==> config.mk <==
export PLATFORM = sky130hd
export DESIGN_NAME = scl_clk_gen
export DESIGN_NICKNAME = d
export VERILOG_FILES = /design/src/rtl/scl_div_pkg.sv /design/src/rtl/scl_prescaler.sv /design/src/rtl/scl_halfper_cnt.sv /design/src/rtl/scl_phase_reg.sv /design/src/rtl/scl_clk_gen.sv
export SDC_FILE = /design/constraint.sdc
export NUM_CORES = 1
export LEC_CHECK = 0
export ABC_CLOCK_PERIOD_IN_PS = 3050
export CORE_MARGIN = 2
export CORE_UTILIZATION = 55
export CTS_CLUSTER_DIAMETER = 40
export CTS_CLUSTER_SIZE = 20
export DETAILED_ROUTE_END_ITERATION = 12
export DONT_BUFFER_PORTS = 1
export PLACE_DENSITY = 0.77
export SETUP_SLACK_MARGIN = 0.02
export SYNTH_ARGS = -nofsm -noshare
export SYNTH_HDL_FRONTEND = slang
export SYNTH_HIERARCHICAL = 1
export SYNTH_SLANG_ARGS = --single-unit
==> constraint.sdc <==
create_clock -name clk_i -period 3.05 [get_ports clk_i]
set_clock_uncertainty 0.05 [all_clocks]
set_input_delay 0.305 -clock clk_i [delete_from_list [all_inputs] [get_ports clk_i]]
set_output_delay 0.305 -clock clk_i [all_outputs]
set_load 0.03 [all_outputs]
==> src/rtl/scl_div_pkg.sv <==
package scl_div_pkg;
  typedef enum logic [1:0] {
    PS_DIV32 = 2'b00,
    PS_DIV16 = 2'b01,
    PS_DIV8  = 2'b10,
    PS_DIV4  = 2'b11
  } psel_e;

  localparam int PRE_MAX = 32;

  // terminal count of the prescaler for a given code
  function automatic int pre_last(input logic [1:0] code);
    case (psel_e'(code))
      PS_DIV32: pre_last = 31;
      PS_DIV16: pre_last = 15;
      PS_DIV8:  pre_last = 7;
      default:  pre_last = 3;
    endcase
  endfunction
endpackage

==> src/rtl/scl_prescaler.sv <==
module scl_prescaler
  import scl_div_pkg::*;
#(
  parameter int PRE_W = $clog2(PRE_MAX)
) (
  input  logic       clk_i,
  input  logic       rst_ni,
  input  logic       run_i,
  input  logic [1:0] psel_i,
  output logic       pre_tick_o
);
  logic [PRE_W-1:0] pcnt_q;
  logic [PRE_W-1:0] last;

  assign last       = PRE_W'(pre_last(psel_i));
  // >= so a code change mid-count never overruns the counter
  assign pre_tick_o = run_i && (pcnt_q >= last);

  always_ff @(posedge clk_i or negedge rst_ni) begin
    if (!rst_ni)         pcnt_q <= '0;
    else if (!run_i)     pcnt_q <= '0;
    else if (pre_tick_o) pcnt_q <= '0;
    else                 pcnt_q <= pcnt_q + 1'b1;
  end
endmodule

==> src/rtl/scl_halfper_cnt.sv <==
module scl_halfper_cnt #(
  parameter int DIV_W  = 8,
  parameter int OFFSET = 3,
  localparam int CNT_W = DIV_W + 1
) (
  input  logic             clk_i,
  input  logic             rst_ni,
  input  logic             run_i,
  input  logic             adv_i,
  input  logic [DIV_W-1:0] div_i,
  output logic             boundary_o
);
  logic [DIV_W-1:0] div_q;
  logic [CNT_W-1:0] cnt_q;
  logic [CNT_W-1:0] lim_m1;

  assign lim_m1     = CNT_W'(div_q) + CNT_W'(OFFSET - 1);
  assign boundary_o = run_i && adv_i && (cnt_q == lim_m1);

  // divider value is sampled only at a boundary or while idle
  always_ff @(posedge clk_i or negedge rst_ni) begin
    if (!rst_ni) begin
      cnt_q <= '0;
      div_q <= '0;
    end else if (!run_i || boundary_o) begin
      cnt_q <= '0;
      div_q <= div_i;
    end else if (adv_i) begin
      cnt_q <= cnt_q + 1'b1;
    end
  end
endmodule

==> src/rtl/scl_phase_reg.sv <==
module scl_phase_reg (
  input  logic clk_i,
  input  logic rst_ni,
  input  logic run_i,
  input  logic boundary_i,
  output logic half_tick_o,
  output logic scl_o
);
  always_ff @(posedge clk_i or negedge rst_ni) begin
    if (!rst_ni) begin
      half_tick_o <= 1'b0;
      scl_o       <= 1'b1;
    end else if (!run_i) begin
      half_tick_o <= 1'b0;
      scl_o       <= 1'b1;
    end else begin
      half_tick_o <= boundary_i;
      if (boundary_i) scl_o <= ~scl_o;
    end
  end
endmodule

==> src/rtl/scl_clk_gen.sv <==
module scl_clk_gen #(
  parameter int DIV_W  = 8,
  parameter int OFFSET = 3
) (
  input  logic             clk_i,
  input  logic             rst_ni,
  input  logic             en_i,
  input  logic [1:0]       psel_i,
  input  logic [DIV_W-1:0] div_i,
  input  logic             stretch_i,
  output logic             half_tick_o,
  output logic             toggle_en_o,
  output logic             scl_ref_o
);
  logic pre_tick;
  logic hold;
  logic adv;
  logic boundary;

  // stretch only freezes the high phase
  assign hold        = stretch_i && scl_ref_o;
  assign adv         = pre_tick && !hold;
  assign toggle_en_o = en_i && !hold;

  scl_prescaler u_pre (
    .clk_i      (clk_i),
    .rst_ni     (rst_ni),
    .run_i      (en_i),
    .psel_i     (psel_i),
    .pre_tick_o (pre_tick)
  );

  scl_halfper_cnt #(.DIV_W(DIV_W), .OFFSET(OFFSET)) u_cnt (
    .clk_i      (clk_i),
    .rst_ni     (rst_ni),
    .run_i      (en_i),
    .adv_i      (adv),
    .div_i      (div_i),
    .boundary_o (boundary)
  );

  scl_phase_reg u_phase (
    .clk_i       (clk_i),
    .rst_ni      (rst_ni),
    .run_i       (en_i),
    .boundary_i  (boundary),
    .half_tick_o (half_tick_o),
    .scl_o       (scl_ref_o)
  );
endmodule

==> results of run 1 <==
==> state kept, by name (all words and copies together), names as in the netlist <==
register / count
u_phase/scl_o: 1
u_cnt/cnt_q: 9
u_cnt/div_q: 8
u_pre/pcnt_q: 5
u_phase/half_tick_o: 1
==> report_power, final <==
group	total, mW	switching, mW	internal, mW
Combinational	0.193	0.111	0.0821
Sequential	0.370	0.0309	0.339
Clock	0.234	0.102	0.133
Total	0.797	0.243	0.554
==> area by class of cell <==
class                   instances  share of cell area, %
well taps                      44                  2.833
clock buffers                   3                  1.159
inverters                      10                  1.932
clock inverters                 1                  1.545
repair buffers                 10                  4.765
multi-input cells             152                  56.79
flip-flops and latches         24                  30.97
==> per-stage QoR <==
step                util, %  power, mW  worst slack [ns]  hold slack [ns]
finish                63.13     0.7970            0.3171          0.08097
global route          63.13     0.8435           0.02985          0.04212
CTS                   62.64     0.7993            0.1674          0.06562
detailed placement    59.63     0.5534           0.01475         -0.03988
global placement      59.63     0.5422            0.1521         -0.03995
floorplan                 -     0.5214           0.02830         -0.04059
==> timing repair <==
item / CTS / global route
buffers inserted: 0 / 2
hold endpoints to repair: 25 / 0
setup endpoints to repair: 0 / 11
gates resized for setup: 0 / 0
hold buffers: 3 / 0
==> routing by layer <==
| metal | GRT usage, % | wire length (um) | vias up | part of all wire [%] |
|---|---|---|---|---|
| li1 | - | - | 747 | - |
| met4 | 7.143 | 27 | 0 | 0.66 |
| met5 | 0 | 0 | - | 0 |
| met1 | 32.23 | 1831 | 793 | 45 |
| met2 | 43.16 | 2056 | 38 | 51 |
| met3 | 3.625 | 146 | 6 | 3.6 |
==> worst paths after layout <==
check                           startpoint         endpoint  slack [ns]  cells past startpoint
setup / recovery           u_pre/pcnt_q[2]   u_cnt/div_q[6]        0.32                     11
hold / removal                    div_i[1]   u_cnt/div_q[1]        0.08                      2
setup reg to reg           u_pre/pcnt_q[2]   u_cnt/div_q[6]        0.32                     11
hold reg to reg            u_pre/pcnt_q[0]  u_pre/pcnt_q[0]        0.47                      1
max in group asynchronous           rst_ni    u_phase/scl_o        2.38                      2
min in group asynchronous           rst_ni   u_cnt/cnt_q[4]        0.35                      2
==> logic make-up (layout without fill, tap and decap cells) <==
logic type                 after synthesis  in the layout  share of synthesized area, %
AOI/OAI and AO/OA                       55             55                         24.23
xor gates and xnor gates                19             19                         9.340
adders and majority gates                6              6                         4.213
buffers and inverters                   20             24                         4.283
DFF                                     24             24                         33.78
muxes                                    1              1                        0.5618
and+or+nand+nor                         71             71                         23.60
==> placed cells by master, fill, tap and decap left out, types with 3 or more instances in the layout <==
cell type  netlist  routed
a31oi_1         10      10
and2_1           8       8
and3_1           3       3
buf_4            0       7
clkbuf_4         0       3
dfrtp_1         23      23
ha_1             6       6
inv_1            9       9
nand2_1          8       8
nand3_1          8       8
nand4_1         12      12
nor2_1           9       9
nor3b_1         10      10
o211ai_1         6       6
o21a_1           8       8
o21ai_0          7       7
o31ai_1          5       5
o32ai_1          6       6
xnor2_1         11      11
xor2_1           8       8
==> flow_summary.toml, run 1 <==
[floorplan]
initial_core_util_pct = 57.89
dieArea_um2 = 3711
die_width_um = 60.92
core-area_um2 = 3078
fp.dieH_um = 60.92
io_pins = 17
rows = 20

[global_routing]
grt_pass1_wl_um = 7107
grt_pass1_vias = 1604
antenna_found_initial = 0
grtUsageTotal_pct = 24.89
grt_max_degree = 33
gr-total-overflow = 0

[synth]
ys.flop_type = "dfrtp_1"
synthesis.nets = 216
syn_inst = 196
synth_top_area_share_pct = 32.30
ys_async_sr_fraction_pct = 100.0
synth_area_um2 = 1782
post-synth-top-count-cell = "dfrtp_1"
synth-edff-count = 0
synthDistinctLibCells = 44
syn_area_per_cell_um2 = 9.090
synth_seq_area_share_pct = 33.78
ys_seq_elements = 24
synth.area.top_cells = "dfrtp_1 32%, xnor2_1 5.4%, ha_1 4.2%"
synth_top_area_cell = "dfrtp_1"
ys_top_cells_by_count = "23 x dfrtp_1, 12 x nand4_1, 11 x xnor2_1, 10 x a31oi_1, 10 x nor3b_1"
synth_warnings = 6

[cells_and_area]
fin_nets = 221
seq_area_um2 = 601.8
drive_gt1_share_pct = 11.50
layoutNonFillerInstCount = 244
multi_input_area_um2 = 1104
num_antenna_cells = 0
fin_area_um2 = 1943
area_delta_synth_final_pct = 9.059
fillers = 258

[hold_path]
hold_path.class = "input pin to flop"

[cts]
clk_latency_ns = 0.31
htree_levels = 1
cts-root-buf = "clkbuf_4"
cts_tree = "built"
cts_buffers = 3
cts_sinks = 24
clock_path_buffers = 2
cts.clk_slew.worst_paths_ns = 0.14

[setup_path]
path_common_cell = "o211ai_1"
crit_path_cell_trace = "ha_1 > o211ai_1 > o21ai_0 > and2_1 > a21boi_1 > nand2_1 > nor4_1 > o211ai_1 > buf_4 > nor2_1 > o211ai_1"
cp.buffers_inverters = 1
crit_path_end_kind = "flop"
cp.required_ns = 3.20
cp_data_arrival_time_ns = 2.89
cp_max_fo = 6
crit_slowest_cell = "dfrtp_1"
crit_family = "compound AO/OA/AOI/OAI gates"
cp-start-kind = "flop"
worst-setup-path-type = "flop to flop"
slowest_delay_ns = 0.45

[timing]
setup_tns_ns = 0
min_period_ns = 2.733
fin_crit_sh_pct = 89.60
clock.fmax_ghz = 0.3659
slew_viol_final = 0
rsz0062_at_grt = "false"
relSlewSlack_pct = 47.55
tightest_slew_ns = 0.7831
hold_viol = 0
finalSetupViolations = 0

[detailed_routing]
drtPass1Iterations = 4
vias_per_cell = 6.492
routedWlPerCell_um = 16.65
drt-total-wl_um = 4062
first_iter_violations = 106
drc_errors = 0
postRouteAntennaNets = 0
route.vias.total = 1584

[place]
dp.cells = 235
io_buffers = 0
dpl_cell_area_um2 = 1836
gp_congestion = 0.8333
dp_hpwl_um = 2759

[power]
leakagePower_nw = 0.7603
pwr_density_cell_nw_per_um2 = 410.2
irDropWorstVdd_v = 0.0002540

[run_status]
status = "finished clean"

[job]
cap_violations = 0
No activity file was read; power rests on OpenSTA's default activity.
==> run 2, diff against run 1 <==
--- a/config.mk
+++ b/config.mk
@@ -8,6 +8,7 @@
 export ABC_CLOCK_PERIOD_IN_PS = 3050
 export CORE_MARGIN = 2
 export CORE_UTILIZATION = 55
+export CTS_BUF_LIST = sky130_fd_sc_hd__clkbuf_16
 export CTS_CLUSTER_DIAMETER = 40
 export CTS_CLUSTER_SIZE = 20
 export DETAILED_ROUTE_END_ITERATION = 12
==> run 2 against run 1 <==
Against the previous run: die area unchanged; sequential share of layout area fell by 0.36 points; power grew 17%; largest cell class unchanged; sequential power hardly changed; worst setup slack improved by 0.0097 ns; first-iteration DRC count down 10%; core utilization up 0.73 points; clock power increased by 62%; maximum frequency rose by 0.36%; wire length down 0.62%; via count is 0.57% lower; global-route usage up 0.25 points.
==> flow_summary.toml, run 2 (synthesized netlist as in run 1, its figures left out) <==
[cts]
clk_latency_ns = 0.26
cts.clk_slew.worst_paths_ns = 0.06
cts.repair.resized = 0
cts_sinks = 24
clock_path_buffers = 2
htree_levels = 1
cts_tree = "built"
cts-root-buf = "clkbuf_16"
cts_buffers = 3

[setup_path]
cp-start-kind = "flop"
cp_max_fo = 6
crit_slowest_cell = "dfrtp_1"
crit_path_end_kind = "flop"
worst-setup-path-type = "flop to flop"
cp.required_ns = 3.13
cp_data_arrival_time_ns = 2.80
crit_path_cell_trace = "ha_1 > o211ai_1 > o21ai_0 > and2_1 > a21boi_1 > nand2_1 > nor4_1 > o211ai_1 > buf_4 > nor2_1 > o211ai_1"
worstRegToRegCells = 11
slowest_delay_ns = 0.42
path_common_cell = "o211ai_1"

[global_routing]
gr-total-overflow = 0
grtUsageTotal_pct = 25.14
grt_pass1_vias = 1591
antenna_found_initial = 0
grt_pass1_wl_um = 7065
grt_max_degree = 33

[floorplan]
rows = 20
io_pins = 17
initial_core_util_pct = 57.89
dieArea_um2 = 3711
core-area_um2 = 3078
fp.dieH_um = 60.92
die_width_um = 60.92

[run_status]
status = "finished clean"

[timing]
slew_viol_final = 0
hold_viol = 0
setup_tns_ns = 0
fin_crit_sh_pct = 89.28
tightest_slew_ns = 1.097
clock.fmax_ghz = 0.3672
relSlewSlack_pct = 26.62
min_period_ns = 2.723
finalSetupViolations = 0
rsz0062_at_grt = "false"

[detailed_routing]
drt-total-wl_um = 4037
postRouteAntennaNets = 0
vias_per_cell = 6.508
drtPass1Iterations = 4
first_iter_violations = 95
drc_errors = 0
route.vias.total = 1575
routedWlPerCell_um = 16.68

[place]
io_buffers = 0
gp_congestion = 0.8333
dp_hpwl_um = 2759

[cells_and_area]
final_common_cell = "dfrtp_1"
reg.largest.list = "u_cnt/cnt_q x9, u_cnt/div_q x8, u_pre/pcnt_q x5"
final_cell_mix = "23 x dfrtp_1, 12 x nand4_1, 11 x xnor2_1"
num_antenna_cells = 0
top_register = "u_cnt/cnt_q"
area_delta_synth_final_pct = 10.32
fin_nets = 219
drive_gt1_share_pct = 11.11
largest_reg_flops = 9
fillers = 251

[power]
pwr_density_cell_nw_per_um2 = 476.0
power.total_mw = 0.9357
leakagePower_nw = 0.7699
irDropWorstVdd_v = 0.0002549

[hold_path]
hold_path_depth = 1
hold_path.class = "input pin to flop"

[job]
cap_violations = 0
==> run 2: what timing repair did <==
item | CTS | global route
hold buffers | 1 | 0
setup buffers | 0 | 2
endpoints found under the setup margin | 0 | 11
hold endpoints to repair | 24 | 0
==> run 2: per-layer routing <==
layer	GRT usage, %	routed length [um]	up-vias	share of wire [%]
li1	-	-	744	-
met1	32.19	1830	789	45
met2	42.70	1983	33	49
met3	3.412	147	9	3.6
met4	10.25	75	0	1.9
met5	0	0	-	0
==> run 2: path summary, 6_finish.rpt <==
| check | to | from | slack (ns) |
|---|---|---|---|
| setup / recovery | u_cnt/div_q[6] | u_pre/pcnt_q[2] | 0.33 |
| setup reg to reg | u_cnt/div_q[6] | u_pre/pcnt_q[2] | 0.33 |
| hold / removal | u_phase/scl_o | en_i | 0.05 |
| min in group asynchronous | u_cnt/div_q[7] | rst_ni | 0.65 |
| max in group asynchronous | u_pre/pcnt_q[4] | rst_ni | 1.64 |
| hold reg to reg | u_pre/pcnt_q[0] | u_pre/pcnt_q[0] | 0.46 |
==> run 2: cell type report <==
type                    instances  area, um^2  area share, %
multi-input cells             152        1104          56.14
well taps                      44       55.05          2.801
clock buffers                   3       75.07          3.819
repair buffers                  8       62.56          3.183
flip-flops and latches         24       601.8          30.62
inverters                      10       37.54          1.910
clock inverters                 1       30.03          1.528
==> run 2: power breakdown <==
group          switching [mW]  leakage [nW]  total [mW]  internal (mW)
registers              0.0298         0.310       0.369          0.339
clock network           0.118        0.0511       0.379          0.261
logic                   0.108         0.409       0.187         0.0787
==> run 2: through the flow <==
| stage | worst slack (ns) | hold slack, ns | instance area (um^2) | utilization, % | instances |
|---|---|---|---|---|---|
| after global placement | 0.1521 | -0.03995 | 1836 | 59.63 | 235 |
| after detailed placement | 0.01475 | -0.03988 | 1836 | 59.63 | 235 |
| final | 0.3268 | 0.05202 | 1966 | 63.86 | 242 |
| after CTS | 0.1677 | 0.03662 | 1951 | 63.37 | 240 |
| after global routing | 0.02868 | 0.03453 | 1966 | 63.86 | 242 |
| after floorplan | 0.02830 | -0.04059 | 1782 | - | 196 |
==> run 2: worst max-delay path, delay by kind of cell (launching register included) <==
| family | cells | cell delay, ns |
|---|---|---|
| simple gates | 4 | 0.73 |
| compound gates | 5 | 0.86 |
| flops | 1 | 0.42 |
| buf+inv | 1 | 0.21 |
| fa+ha+maj | 1 | 0.30 |
==> run 3, diff against run 2 <==
--- a/config.mk
+++ b/config.mk
@@ -17,5 +17,4 @@
 export SETUP_SLACK_MARGIN = 0.02
 export SYNTH_ARGS = -nofsm -noshare
 export SYNTH_HDL_FRONTEND = slang
-export SYNTH_HIERARCHICAL = 1
 export SYNTH_SLANG_ARGS = --single-unit
==> run 3 against run 2 <==
Against the previous run: synthesized cell count shrank 32%; core utilization decreased by 2.1 points; wire length decreased by 35%; final cell count is 31% lower.
==> flow_summary.toml, run 3 <==
[floorplan]
die_width_um = 54.46
dieArea_um2 = 2965
io_pins = 17
core-area_um2 = 2455
initial_core_util_pct = 57.03
fp.dieH_um = 54.46
rows = 18

[synth]
post-synth-top-count-cell = "dfrtp_1"
ys.flop_type = "dfrtp_1"
synthesis.nets = 154
synth_top_area_cell = "dfrtp_1"
syn_area_per_cell_um2 = 10.45
synth_area_um2 = 1400
syn_inst = 134
synthDistinctLibCells = 39
synth_seq_area_share_pct = 42.98
ys_seq_elements = 24
ys_top_cells_by_count = "23 x dfrtp_1, 17 x nor2_1, 13 x nand2_1, 10 x xnor2_1, 9 x xor2_1"
synth-edff-count = 0
synth.area.top_cells = "dfrtp_1 41%, xnor2_1 6.3%, xor2_1 5.6%"
ys_async_sr_fraction_pct = 100.0
synth_warnings = 0
synth_top_area_share_pct = 41.11

[global_routing]
antenna_found_initial = 0
gr-total-overflow = 0
grtUsageTotal_pct = 20.52
grt_pass1_wl_um = 4298
grt_max_degree = 25
grt_pass1_vias = 918

[hold_path]
hold_path.class = "input pin to flop"

[cts]
cts_sinks = 24
clock_path_buffers = 2
cts_buffers = 3
cts.clk_slew.worst_paths_ns = 0.06
htree_levels = 1
cts_tree = "built"
cts.repair.resized = 0
clk_latency_ns = 0.25
cts-root-buf = "clkbuf_16"
cts_setup_buffers = 0

[timing]
relSlewSlack_pct = 27.29
tightest_slew_ns = 1.087
slew_viol_final = 0
setup_tns_ns = 0
clock.fmax_ghz = 0.3950
fin_crit_sh_pct = 83.01
rsz0062_at_grt = "false"
holdWs_ns = 0.1256
finalSetupViolations = 0
hold_viol = 0
min_period_ns = 2.532
fin_ws_ns = 0.5181

[job]
cap_violations = 0

[setup_path]
cp.required_ns = 3.14
worst-setup-path-type = "flop to flop"
cp_data_arrival_time_ns = 2.62
cp-start-kind = "flop"
crit_path_end_kind = "flop"
cp_max_fo = 15

[power]
p_switching_mw = 0.1656
switching_share_pct = 23.14
power.total_mw = 0.7155
pwr-share-seq_pct = 49.3
pwr_density_cell_nw_per_um2 = 472.2
clkPwrFrac_pct = 38.9
intPower_mw = 0.5499
leakagePower_nw = 0.6265
irDropWorstVdd_v = 0.0003564
p_comb_share_pct = 11.8

[detailed_routing]
routedWlPerCell_um = 15.62
postRouteAntennaNets = 0
drt-total-wl_um = 2608
route.vias.total = 968
first_iter_violations = 15
drc_errors = 0
vias_per_cell = 5.796
drtPass1Iterations = 4

[place]
dp.cells = 162
dp_hpwl_um = 1879
dpl_cell_area_um2 = 1426
io_buffers = 0
place_ws_ns = 0.5294
gp_congestion = 0.7636

[cells_and_area]
fin_nets = 158
reg.largest.list = "u_cnt.cnt_q x9, u_cnt.div_q x8, u_pre.pcnt_q x5"
fin_util_pct = 61.72
area_delta_synth_final_pct = 8.221
num_antenna_cells = 0
layoutNonFillerInstCount = 167
final_common_cell = "dfrtp_1"
largest_reg_flops = 9
drive_gt1_share_pct = 15.33
top_register = "u_cnt.cnt_q"
final_cell_mix = "23 x dfrtp_1, 17 x nor2_1, 13 x nand2_1"
fin_area_um2 = 1515

[run_status]
status = "finished clean"
## run 3: cell types whose count changed in the layout (fill, tap and decap cells not counted), moves of 6 or more
cell | previous run | this run
and2_1 | 8 | 2
nor2_1 | 9 | 17
a31oi_1 | 10 | 0
o21a_1 | 8 | 1
o32ai_1 | 6 | 0
buf_4 | 7 | 1
nand4_1 | 12 | 3
inv_1 | 9 | 1
nor3b_1 | 10 | 1
## run 3: kinds of logic (layout without fill, tap and decap cells)
logic type	count (synthesis)	count (layout)	synth area share (%)
and+or+nand+nor	55	55	20.11
DFF	24	24	42.99
AOI/OAI and AO/OA	19	19	11.08
xor gates and xnor gates	19	19	11.89
muxes	8	8	7.238
adders and majority gates	6	6	5.362
buffers and inverters	3	6	1.341
## run 3: layout make-up
type	instances	area, um^2
repair buffers	2	17.52
fillers	205	939.7
clock inverters	1	3.754
clock buffers	3	75.07
multi-input cells	107	779.5
well taps	30	37.54
flip-flops and latches	24	601.8
## run 3: repair_timing
action	CTS	global route
setup endpoints to repair	0	0
hold buffers	1	0
endpoints found under the hold margin	24	0
## run 3: path summary, 6_finish.rpt
kind | start | slack (ns) | end | depth (start not counted)
min in group asynchronous | rst_ni | 0.65 | u_cnt.div_q[7] | 1
worst min-delay path | en_i | 0.13 | u_phase.scl_o | 1
worst min register to register | u_pre.pcnt_q[0] | 0.44 | u_pre.pcnt_q[0] | 1
max in group asynchronous | rst_ni | 1.64 | u_cnt.cnt_q[1] | 1
worst max-delay path | u_cnt.div_q[1] | 0.52 | u_cnt.div_q[2] | 6
worst max register to register | u_cnt.div_q[1] | 0.52 | u_cnt.div_q[2] | 6
## run 3: per-layer routing
| layer | global-route usage [%] | routed length [um] |
|---|---|---|
| met1 | 29.32 | 1235 |
| met3 | 4.098 | 101 |
| met5 | 0 | 0 |
| met4 | 6.250 | 21 |
| met2 | 31.33 | 1249 |
## run 3: worst max-delay path, cell delays in order (launching register included)
cell and delay [ns]:
dfrtp_1 0.43, ha_1 0.32, xor2_1 0.16, nor4_2 0.32, o2111ai_2 0.27, o21ai_4 0.48, mux2_2 0.39
## run 3: power groups by stage
stage	sequential, mW	combinational [mW]	clock (mW)
after detailed placement	0.358	0.0770	0
final	0.352	0.0843	0.279
after CTS	0.352	0.0856	0.285
after global routing	0.355	0.0938	0.303
after floorplan	0.353	0.0671	0
after global placement	0.357	0.0731	0
